==> config.mk <==
export PLATFORM = sky130hd
export DESIGN_NAME = rev_alu
export DESIGN_NICKNAME = d
export VERILOG_FILES = /design/src/rtl/rev_alu_pkg.sv /design/src/rtl/rev_fredkin.sv /design/src/rtl/rev_dfg.sv /design/src/rtl/rev_fa5.sv /design/src/rtl/rev_alu_slice.sv /design/src/rtl/rev_alu.sv
export SDC_FILE = /design/constraint.sdc
export NUM_CORES = 1
export LEC_CHECK = 0
export BUFFER_PORTS_ARGS = -buffer_cell sky130_fd_sc_hd__buf_2
export CAP_MARGIN = 20
export CELL_PAD_IN_SITES_DETAIL_PLACEMENT = 0
export CELL_PAD_IN_SITES_GLOBAL_PLACEMENT = 1
export CORE_ASPECT_RATIO = 0.5
export CORE_MARGIN = 4
export CORE_UTILIZATION = 37
export DETAILED_ROUTE_END_ITERATION = 8
export GPL_TIMING_DRIVEN = 0
export PLACE_DENSITY_LB_ADDON = 0.1
export SLEW_MARGIN = 5
export SYNTH_ARGS = -nofsm -noshare
export SYNTH_HDL_FRONTEND = slang
export SYNTH_SLANG_ARGS = --single-unit
==> constraint.sdc <==
create_clock -name vclk -period 3.15
set_input_delay 0.1575 -clock vclk [all_inputs]
set_output_delay 0.1575 -clock vclk [all_outputs]
set_load 0.01 [all_outputs]
==> src/rtl/rev_alu_pkg.sv <==
package rev_alu_pkg;
  localparam int GPS = 9;  // gates per slice

  localparam int G_YGEN = 0;
  localparam int G_FA   = 1;
  localparam int G_XN   = 2;
  localparam int G_AND  = 3;
  localparam int G_OR   = 4;
  localparam int G_MLO  = 5;
  localparam int G_MHI  = 6;
  localparam int G_MLG  = 7;
  localparam int G_RES  = 8;

  function automatic int gate_count(input int width);
    return GPS * width + 1;
  endfunction
endpackage

==> src/rtl/rev_fredkin.sv <==
// Controlled swap: p=c, q=c?y:x, r=c?x:y. USE_LINE picks the working output.
module rev_fredkin #(
  parameter int USE_LINE = 1
) (
  input  logic c_i,
  input  logic x_i,
  input  logic y_i,
  input  logic flip_i,
  output logic out_o,
  output logic err_o
);
  logic [2:0] line;

  always_comb begin
    line[0] = c_i;
    line[1] = c_i ? y_i : x_i;
    line[2] = c_i ? x_i : y_i;
    line[USE_LINE] = line[USE_LINE] ^ flip_i;
  end

  assign out_o = line[USE_LINE];
  assign err_o = (c_i ^ x_i ^ y_i) ^ (^line);
endmodule

==> src/rtl/rev_dfg.sv <==
// Double fan-out XOR: p=a, q=a^b, r=a^c. Injection hits q.
module rev_dfg (
  input  logic a_i,
  input  logic b_i,
  input  logic c_i,
  input  logic flip_i,
  output logic q_o,
  output logic r_o,
  output logic err_o
);
  logic [2:0] line;

  always_comb begin
    line[0] = a_i;
    line[1] = (a_i ^ b_i) ^ flip_i;
    line[2] = a_i ^ c_i;
  end

  assign q_o   = line[1];
  assign r_o   = line[2];
  assign err_o = (a_i ^ b_i ^ c_i) ^ (^line);
endmodule

==> src/rtl/rev_fa5.sv <==
// Five-line full adder; z inputs are tied low, three garbage outputs.
module rev_fa5 (
  input  logic a_i,
  input  logic b_i,
  input  logic c_i,
  input  logic z0_i,
  input  logic z1_i,
  input  logic flip_i,
  output logic sum_o,
  output logic cy_o,
  output logic err_o
);
  logic       maj;
  logic [2:0] garbage;
  logic [4:0] line;

  assign maj = (a_i & b_i) | (a_i & c_i) | (b_i & c_i);

  always_comb begin
    garbage[0] = a_i;
    garbage[1] = b_i;
    garbage[2] = maj ^ a_i ^ b_i;  // balances output parity
    line = {maj, (a_i ^ b_i ^ c_i) ^ flip_i, garbage};
  end

  assign sum_o = line[3];
  assign cy_o  = line[4];
  assign err_o = (a_i ^ b_i ^ c_i ^ z0_i ^ z1_i) ^ (^line);
endmodule

==> src/rtl/rev_alu_slice.sv <==
module rev_alu_slice
  import rev_alu_pkg::*;
(
  input  logic           a_i,
  input  logic           b_i,
  input  logic [2:0]     s_i,
  input  logic           c_i,
  input  logic [GPS-1:0] inj_i,
  output logic           f_o,
  output logic           c_o,
  output logic [GPS-1:0] err_o
);
  logic y, sum, x_ab, n_a, and_ab, or_ab, lo, hi, lg;

  // Y = B ? S0 : S1 -> 00:0, 01:B, 10:~B, 11:1
  rev_fredkin #(.USE_LINE(1)) u_ygen (
    .c_i(b_i), .x_i(s_i[1]), .y_i(s_i[0]), .flip_i(inj_i[G_YGEN]),
    .out_o(y), .err_o(err_o[G_YGEN])
  );

  rev_fa5 u_fa (
    .a_i(a_i), .b_i(y), .c_i(c_i), .z0_i(1'b0), .z1_i(1'b0),
    .flip_i(inj_i[G_FA]), .sum_o(sum), .cy_o(c_o), .err_o(err_o[G_FA])
  );

  rev_dfg u_xn (
    .a_i(a_i), .b_i(b_i), .c_i(1'b1), .flip_i(inj_i[G_XN]),
    .q_o(x_ab), .r_o(n_a), .err_o(err_o[G_XN])
  );

  rev_fredkin #(.USE_LINE(2)) u_and (
    .c_i(a_i), .x_i(b_i), .y_i(1'b0), .flip_i(inj_i[G_AND]),
    .out_o(and_ab), .err_o(err_o[G_AND])
  );

  rev_fredkin #(.USE_LINE(1)) u_or (
    .c_i(a_i), .x_i(b_i), .y_i(1'b1), .flip_i(inj_i[G_OR]),
    .out_o(or_ab), .err_o(err_o[G_OR])
  );

  rev_fredkin #(.USE_LINE(1)) u_mlo (
    .c_i(s_i[0]), .x_i(or_ab), .y_i(x_ab), .flip_i(inj_i[G_MLO]),
    .out_o(lo), .err_o(err_o[G_MLO])
  );

  rev_fredkin #(.USE_LINE(1)) u_mhi (
    .c_i(s_i[0]), .x_i(and_ab), .y_i(n_a), .flip_i(inj_i[G_MHI]),
    .out_o(hi), .err_o(err_o[G_MHI])
  );

  rev_fredkin #(.USE_LINE(1)) u_mlg (
    .c_i(s_i[1]), .x_i(lo), .y_i(hi), .flip_i(inj_i[G_MLG]),
    .out_o(lg), .err_o(err_o[G_MLG])
  );

  rev_fredkin #(.USE_LINE(1)) u_res (
    .c_i(s_i[2]), .x_i(sum), .y_i(lg), .flip_i(inj_i[G_RES]),
    .out_o(f_o), .err_o(err_o[G_RES])
  );
endmodule

==> src/rtl/rev_alu.sv <==
module rev_alu
  import rev_alu_pkg::*;
#(
  parameter int WIDTH = 4,
  localparam int NG   = GPS * WIDTH + 1
) (
  input  logic [WIDTH-1:0] a_i,
  input  logic [WIDTH-1:0] b_i,
  input  logic [2:0]       s_i,
  input  logic             cin_i,
  input  logic [NG-1:0]    fault_inj_i,
  output logic [WIDTH-1:0] f_o,
  output logic             cout_o,
  output logic             fault_o
);
  logic [WIDTH:0]  carry;
  logic [NG-1:0]   err;

  assign carry[0] = cin_i;

  for (genvar k = 0; k < WIDTH; k++) begin : g_slice
    rev_alu_slice u_slice (
      .a_i(a_i[k]), .b_i(b_i[k]), .s_i(s_i), .c_i(carry[k]),
      .inj_i(fault_inj_i[k*GPS +: GPS]),
      .f_o(f_o[k]), .c_o(carry[k+1]),
      .err_o(err[k*GPS +: GPS])
    );
  end

  // logic mode forces carry-out low
  rev_fredkin #(.USE_LINE(1)) u_cout (
    .c_i(s_i[2]), .x_i(carry[WIDTH]), .y_i(1'b0), .flip_i(fault_inj_i[NG-1]),
    .out_o(cout_o), .err_o(err[NG-1])
  );

  assign fault_o = |err;
endmodule

==> impl_metrics.tcl, run 1 <==
set metrics [dict create \
    status "complete, but fails checks" \
    violations "negative setup slack" \
    min_from "fault_inj_i[26]" \
    grt_max_degree 11 \
    ys_seq_area_frac 0 \
    use_met1 0.223 \
    gp_congestion 0.796 \
    synth_top_area_cell "xnor2_1" \
    max_stage_delay_ps 420 \
    overflow 0 \
    antenna_found_initial 0 \
    grt_busiest_layer "met2" \
    slowest_stage "fa_2" \
    yosysWarnings 0 \
    finish.utilization 0.496 \
    setup_tns_ps -694 \
    final_cells 293 \
    min_to "f_o[2]" \
    vias_per_cell 4.77 \
    hpwl_mm 3.71 \
    synth.most_common_cell "xnor2_1" \
    drt_wl_total_mm 4.41 \
    path_buf_inv 4 \
    maxCapViolations 0 \
    worst-setup-path-type "in2out" \
    synth_nets 254 \
    ys_top_cells_by_count "44 x xnor2_1, 22 x ha_1, 17 x inv_1" \
    seqCellArea_sq_um 0 \
    drive_gt1_frac 0.364 \
    required_ps 2990 \
    cp-end-kind "output pin" \
    track_usage 0.147 \
    holdWs_ps 596 \
    hold_viol_final 0 \
    hold_path_class "in2out" \
    p_leak_uw 0.00106 \
    drt_pass1_iterations 4 \
    rows 17 \
    io_buffers 55 \
    seq_cell_count 0 \
    core_sq_mm 0.00442 \
    preCtsSetupSlack_ps -725 \
    wl_per_cell_um 15.1 \
    grt_pass1_wl_mm 7.09 \
    cp_max_fo 3 \
    drtIter0Drc 36 \
    min_period_over_period 1.13 \
    finalSetupViolations 2 \
    synthTopCellsByArea "xnor2_1 23%, ha_1 16%, xor3_1 11%" \
    worst_slew_pin_slew_ps 474 \
    peakVddDrop_v 0.000109 \
    final-max-slew-violation-count 0 \
    die_y_um 55.9 \
    fin_crit_ps 3570 \
    netlist_area_sq_mm 0.00170 \
    grt_pass1_vias 1464 \
    cp-start-kind "input pin" \
    io_pins 55 \
    grt.met2_usage 0.246 \
    critPathMostFrequentCell "fa_2" \
    die_x_um 104 \
    worstHoldPathCells 3 \
    postRouteAntennaNets 0 \
    die_area_sq_mm 0.00581 \
    synth_cell_types 30 \
    start_util 0.384 \
    syn_avg_cell_area_sq_um 9.71 \
    drcViolationCount 0 \
    netlist_instances 175 \
    cpLargestDelayFamily "adder cells" \
    relSlewSlack 0.684 \
    layout.nets 317 \
    area_growth_pct 29.2 \
    num_vias 1397 \
    grt_use_met3 0.00695 \
    diodes 0 \
    max_freq_ghz 0.280 \
    worst-endpoint-arrival_ps 3410 \
    place_inst 287 \
    clkbuf_count 0 \
    fin_ws_ps -415 \
    rsz0062_at_grt "yes" \
    worstPathCellList "buf_8 > mux2i_4 > xnor2_2 > inv_1 > fa_2 > inv_2 > fa_2 > fa_2 > fa_2 > ha_4 > xnor2_2 > xnor2_1 > xnor2_1 > nor4_2 > nand4_1 > buf_2" \
    synth_top_area_frac 0.227 \
    power_density_mw_per_mm2 247 \
]
cell type report:
| cell class | instances | area, sq um |
|---|---|---|
| Inverter | 17 | 63.8 |
| Multi-Input combinational cell | 152 | 1690 |
| Fill cell | 448 | 2230 |
| Tap cell | 57 | 71.3 |
| Timing Repair Buffer | 62 | 343 |
| Buffer | 5 | 31.3 |
cell families (layout without fill, tap and decap cells):
group | Yosys count | after routing | share of synthesized area
multiplexers | 10 | 10 | 0.0596
AO/OA/AOI/OAI | 17 | 17 | 0.0832
XOR/XNOR | 68 | 68 | 0.454
adder cells (fa/ha/maj) | 30 | 30 | 0.256
AND/OR/NAND/NOR | 27 | 27 | 0.0869
buffers and inverters | 23 | 84 | 0.0604
metal layers:
metal	up-vias	wire length, um
met5	-	0
met2	21	2000
met1	668	2250
li1	708	-
met4	0	0
met3	0	159
report_power, final:
group / switching (uW) / total, uW / internal [uW]
logic: 255 / 542 / 287
registers: 0 / 0 / 0
clock network: 0 / 0 / 0
cell usage in the layout (no fill, tap or decap), drive strengths merged:
cell | netlist | routed
nor2b | 2 | 2
o32ai | 2 | 2
xor2 | 12 | 12
nand4 | 2 | 2
inv | 17 | 17
o22ai | 2 | 2
nand2b | 2 | 2
nand2 | 3 | 3
mux2 | 1 | 1
o221ai | 4 | 4
xor3 | 8 | 8
or3 | 1 | 1
fa | 8 | 8
xnor2 | 44 | 44
buf | 5 | 66
o211ai | 1 | 1
a22oi | 4 | 4
ha | 22 | 22
clkbuf | 1 | 1
nor3 | 3 | 3
nor4 | 9 | 9
a31o | 2 | 2
a21oi | 2 | 2
xnor3 | 4 | 4
and2 | 1 | 1
mux2i | 9 | 9
nor2 | 4 | 4
per-stage QoR:
| stage | instance area (sq um) | total power, uW |
|---|---|---|
| 2_1_floorplan | 1710 | 362 |
| 5_1_grt | 2190 | 590 |
| 3_5_place_dp | 2060 | 494 |
| 3_3_place_gp | 2060 | 489 |
| 4_1_cts | 2170 | 536 |
| 6_report | 2190 | 542 |
repair_timing:
action	4_1_cts	5_1_grt
hold buffers	0	0
pin swaps	11	15
setup endpoints to repair	3	3
gates resized for setup	14	3
setup buffers	5	2
how the worst max path moves through the flow:
stage	cells after the start	slack, ps	start	endpoint
global placement	16	-680	b_i[0]	fault_o
finish	16	-420	b_i[0]	fault_o
CTS	16	-650	b_i[0]	fault_o
global route	16	-580	b_i[0]	fault_o
floorplan	14	-160	b_i[0]	fault_o
detailed placement	16	-730	b_i[0]	fault_o
Power figures use the tool's default switching activity.
==> inputs of run 2 (changes only) <==
Settings changed: CAP_MARGIN 20 to default, CORE_ASPECT_RATIO 0.5 to 1.4, GPL_ROUTABILITY_DRIVEN from default to 0.
==> run 2 against run 1 <==
Net effect:
- the flow still finishes with violations (negative setup slack)
- core utilization up 1.7 points
- wire length down 2.6%
- critical path type unchanged
- largest cell class unchanged
- maximum frequency about the same
- sequential share of layout area unchanged
- worst setup slack worse by 2.1 ps
==> impl_metrics.tcl, run 2 (synthesized netlist as in run 1, its figures left out) <==
set metrics [dict create \
    worstPathCellList "buf_8 > mux2i_4 > xnor2_2 > inv_1 > fa_2 > inv_2 > fa_2 > fa_2 > fa_2 > ha_4 > xnor2_2 > xnor2_1 > xnor2_1 > nor4_1 > nand4_1 > buf_2" \
    postRouteAntennaNets 0 \
    io_buffers 55 \
    final_area_sq_mm 0.00223 \
    layout_commonest_cell "buf_2" \
    diodes 0 \
    num_vias 1442 \
    layout.nets 324 \
    p_leak_uw 0.00109 \
    status "complete, but fails checks" \
    antenna_found_initial 0 \
    grt_max_degree 11 \
    min_from "fault_inj_i[36]" \
    clkbuf_count 0 \
    layout.cells.most_common_list "54 x buf_2, 41 x xnor2_1, 20 x ha_1" \
    rsz0062_at_grt "yes" \
    fin_crit_ps 3570 \
    finish.utilization 0.513 \
    hold_viol_final 0 \
    max_stage_delay_ps 410 \
    post_dp_cell_area_sq_mm 0.00206 \
    drive_gt1_frac 0.374 \
    drtIter0Drc 29 \
    die_y_um 88.2 \
    cts_hold_buf 0 \
    fillCellCount 457 \
    die_x_um 65.3 \
    drcViolationCount 0 \
    min_to "cout_o" \
    worstHoldPathCells 3 \
    core_sq_mm 0.00434 \
    wl_per_cell_um 14.2 \
    worst_slew_pin_slew_ps 480 \
    violations "negative setup slack" \
    cp-start-kind "input pin" \
    vias_per_cell 4.76 \
    min_period_over_period 1.13 \
    die_area_sq_mm 0.00576 \
    drt_wl_total_mm 4.30 \
    hpwl_mm 3.69 \
    max_freq_ghz 0.280 \
    finalSetupViolations 2 \
    cp-end-kind "output pin" \
    worst-endpoint-arrival_ps 3410 \
    area_growth_pct 31.2 \
    drt_pass1_iterations 4 \
    seq_cell_count 0 \
    cp_max_fo 3 \
    seqCellArea_sq_um 0 \
    required_ps 2990 \
    fin_ws_ps -417 \
    start_util 0.391 \
    slowest_stage "fa_2" \
    track_usage 0.152 \
    critPathMostFrequentCell "fa_2" \
    power_density_mw_per_mm2 242 \
    hold_path_class "in2out" \
    setup_tns_ps -714 \
    rows 28 \
    grt_pass1_vias 1561 \
    io_pins 55 \
    worst-setup-path-type "in2out" \
    maxCapViolations 0 \
    relSlewSlack 0.680 \
    grt_pass1_wl_mm 6.91 \
    overflow 0 \
    final-max-slew-violation-count 0 \
    peakVddDrop_v 0.000112 \
]
run 2: per-layer routing:
metal	vias up	part of all wire	global-route usage
met5	-	0	0
met4	0	0.0054	0.0113
met3	2	0.069	0.00899
met2	44	0.55	0.313
met1	664	0.37	0.175
li1	732	-	-
run 2: repair_timing:
action / in CTS / in global routing
hold endpoints to repair: 0 / 0
buffers inserted: 13 / 1
pin swaps: 11 / 15
resized for setup: 10 / 4
endpoints found under the setup margin: 3 / 3
run 2: report_power, final:
| group | internal, uW | leakage, uW | total (uW) | switching (uW) |
|---|---|---|---|---|
| Combinational | 296 | 0.00109 | 540 | 243 |
| Clock | 0 | 0 | 0 | 0 |
| Sequential | 0 | 0 | 0 | 0 |
| Total | 296 | 0.00109 | 540 | 243 |
run 2: worst max path at each step:
stage	from	endpoint	slack [ps]	depth (start not counted)
floorplan	b_i[0]	fault_o	-160	14
global route	b_i[0]	fault_o	-600	16
detailed placement	b_i[0]	fault_o	-730	16
global placement	b_i[0]	fault_o	-670	16
CTS	b_i[0]	fault_o	-630	16
finish	b_i[0]	fault_o	-420	16
run 2: final cells by class:
class / count / area [sq um] / share of cell area
timing repair buffer: 68 / 385 / 0.173
buffer: 6 / 38.8 / 0.0174
multi-input combinational: 152 / 1670 / 0.747
inverter: 17 / 63.8 / 0.0286
tap: 60 / 75.1 / 0.0337
run 2: metrics by stage:
step	hold WS, ps	instances	setup WS, ps	total power, uW
after floorplan	392	175	-155	362
after global placement	624	290	-673	482
after detailed placement	624	290	-735	495
after CTS	625	303	-631	544
after global routing	645	303	-599	592
final	621	303	-417	540
run 2: worst max-delay path, delay by kind of cell:
| family | cells | cell delay [ps] |
|---|---|---|
| adder cells (fa/ha/maj) | 5 | 1720 |
| AND/OR/NAND/NOR | 2 | 440 |
| buffers and inverters | 4 | 400 |
| XOR/XNOR | 4 | 500 |
| multiplexers | 1 | 180 |
==> inputs of run 3 (changes only) <==
Settings changed: PLACE_DENSITY from default to 0.92, PLACE_DENSITY_LB_ADDON 0.1 to default.
==> run 3 against run 2 <==
Net effect:
- the run still ends with negative setup slack left
- clock-buffer cell count stayed put
- worst setup slack improved by 42 ps
- largest cell class unchanged
- highest routed layer unchanged
- first-iteration DRC count down 21%
- hold slack improved by 20 ps
- critical path depth stayed put
- die area did not move
==> impl_metrics.tcl, run 3 (synthesized netlist as in run 1, its figures left out) <==
set metrics [dict create \
    rows 28 \
    drt_pass1_iterations 4 \
    p_sw_frac 0.451 \
    postRouteAntennaNets 0 \
    drt_wl_total_mm 4.16 \
    required_ps 2990 \
    vias_per_cell 4.85 \
    drive_gt1_frac 0.357 \
    cellInternalPower_uw 296 \
    pwr-share-seq 0 \
    antenna_found_initial 0 \
    setup_tns_ps -655 \
    rsz0062_at_grt "yes" \
    clkbuf_count 0 \
    p_total_uw 540 \
    overflow 0 \
    hpwl_mm 3.55 \
    die_area_sq_mm 0.00576 \
    power_density_mw_per_mm2 245 \
    grt_max_degree 11 \
    slowest_stage "fa_2" \
    wl_per_cell_um 14.0 \
    multi_input_area_sq_mm 0.00168 \
    maxCapViolations 0 \
    cp-start-kind "input pin" \
    worst-setup-path-type "in2out" \
    max_stage_delay_ps 410 \
    grt_pass1_vias 1550 \
    die_x_um 65.3 \
    worstPathCellList "buf_8 > mux2i_4 > xnor2_2 > inv_1 > fa_2 > inv_2 > fa_2 > fa_2 > fa_2 > ha_4 > xnor2_4 > xnor2_2 > xnor2_1 > nor4_1 > nand4_1 > buf_2" \
    io_buffers 55 \
    p_leak_uw 0.00107 \
    min_period_over_period 1.12 \
    layout.cells.most_common_list "53 x buf_2, 41 x xnor2_1, 20 x ha_1" \
    finalSetupViolations 2 \
    layout.nets 319 \
    power_frac_comb 1.000 \
    grt_pass1_wl_mm 6.71 \
    violations "negative setup slack" \
    relSlewSlack 0.695 \
    hold_viol_final 0 \
    fin_ws_ps -376 \
    seqCellArea_sq_um 0 \
    start_util 0.391 \
    diodes 0 \
    p_switching_uw 243 \
    finish.utilization 0.507 \
    worst_slew_pin_slew_ps 458 \
    drcViolationCount 0 \
    fin_crit_ps 3530 \
    cp-end-kind "output pin" \
    final-max-slew-violation-count 0 \
    max_freq_ghz 0.284 \
    layout_commonest_cell "buf_2" \
    critPathMostFrequentCell "fa_2" \
    holdWs_ps 642 \
    core_sq_mm 0.00434 \
    track_usage 0.146 \
    cp_max_fo 3 \
    fillCellCount 432 \
    die_y_um 88.2 \
    seq_cell_count 0 \
    io_pins 55 \
    hold_path_class "in2out" \
    num_vias 1446 \
    area_growth_pct 29.7 \
    cts_hold_buf 0 \
    status "complete, but fails checks" \
    drtIter0Drc 23 \
    clock_power_share 0 \
    peakVddDrop_v 0.000120 \
    worst-endpoint-arrival_ps 3370 \
]
## run 3: power by group through the flow
stage	clock (uW)	combinational, uW	sequential [uW]
2_1_floorplan	0	362	0
3_3_place_gp	0	477	0
3_5_place_dp	0	489	0
4_1_cts	0	526	0
5_1_grt	0	587	0
6_report	0	540	0
## run 3: per-stage QoR
stage	std cells	instance area, sq um	setup WS, ps
after floorplan	175	1710	-155
after global placement	290	2060	-640
after detailed placement	290	2060	-692
after CTS	297	2170	-593
after global routing	298	2200	-545
final	298	2200	-376
## run 3: what timing repair did
item,CTS,global route
pin swaps,10,11
setup endpoints to repair,3,3
buffers inserted,7,1
cloned,0,0
hold endpoints to repair,0,0
resized for setup,11,4
## run 3: path summary, 6_finish.rpt
check,start,endpoint,cells after the start
min,fault_inj_i[36],cout_o,3
max,b_i[0],fault_o,16
## run 3: final cells by class
class,count,share of cell area
repair buffers,63,0.159
inverters,17,0.0290
well taps,60,0.0341
multi-input cells,152,0.760
plain buffers,6,0.0176
## run 3: worst max-delay path: cells and delay by family
family                     cells  cell delay [ps]
muxes                          1              180
adders and majority gates      5             1670
and+or+nand+nor                2              410
buffers and inverters          4              400
xor gates and xnor gates       4              550
## run 3: routing by layer
layer / GRT usage / wire, um / vias to the layer above
met1: 0.162 / 1580 / 676
met2: 0.299 / 2260 / 49
met3: 0.0116 / 267 / 4
met5: 0 / 0 / -
li1: - / - / 717
met4: 0.0226 / 53 / 0
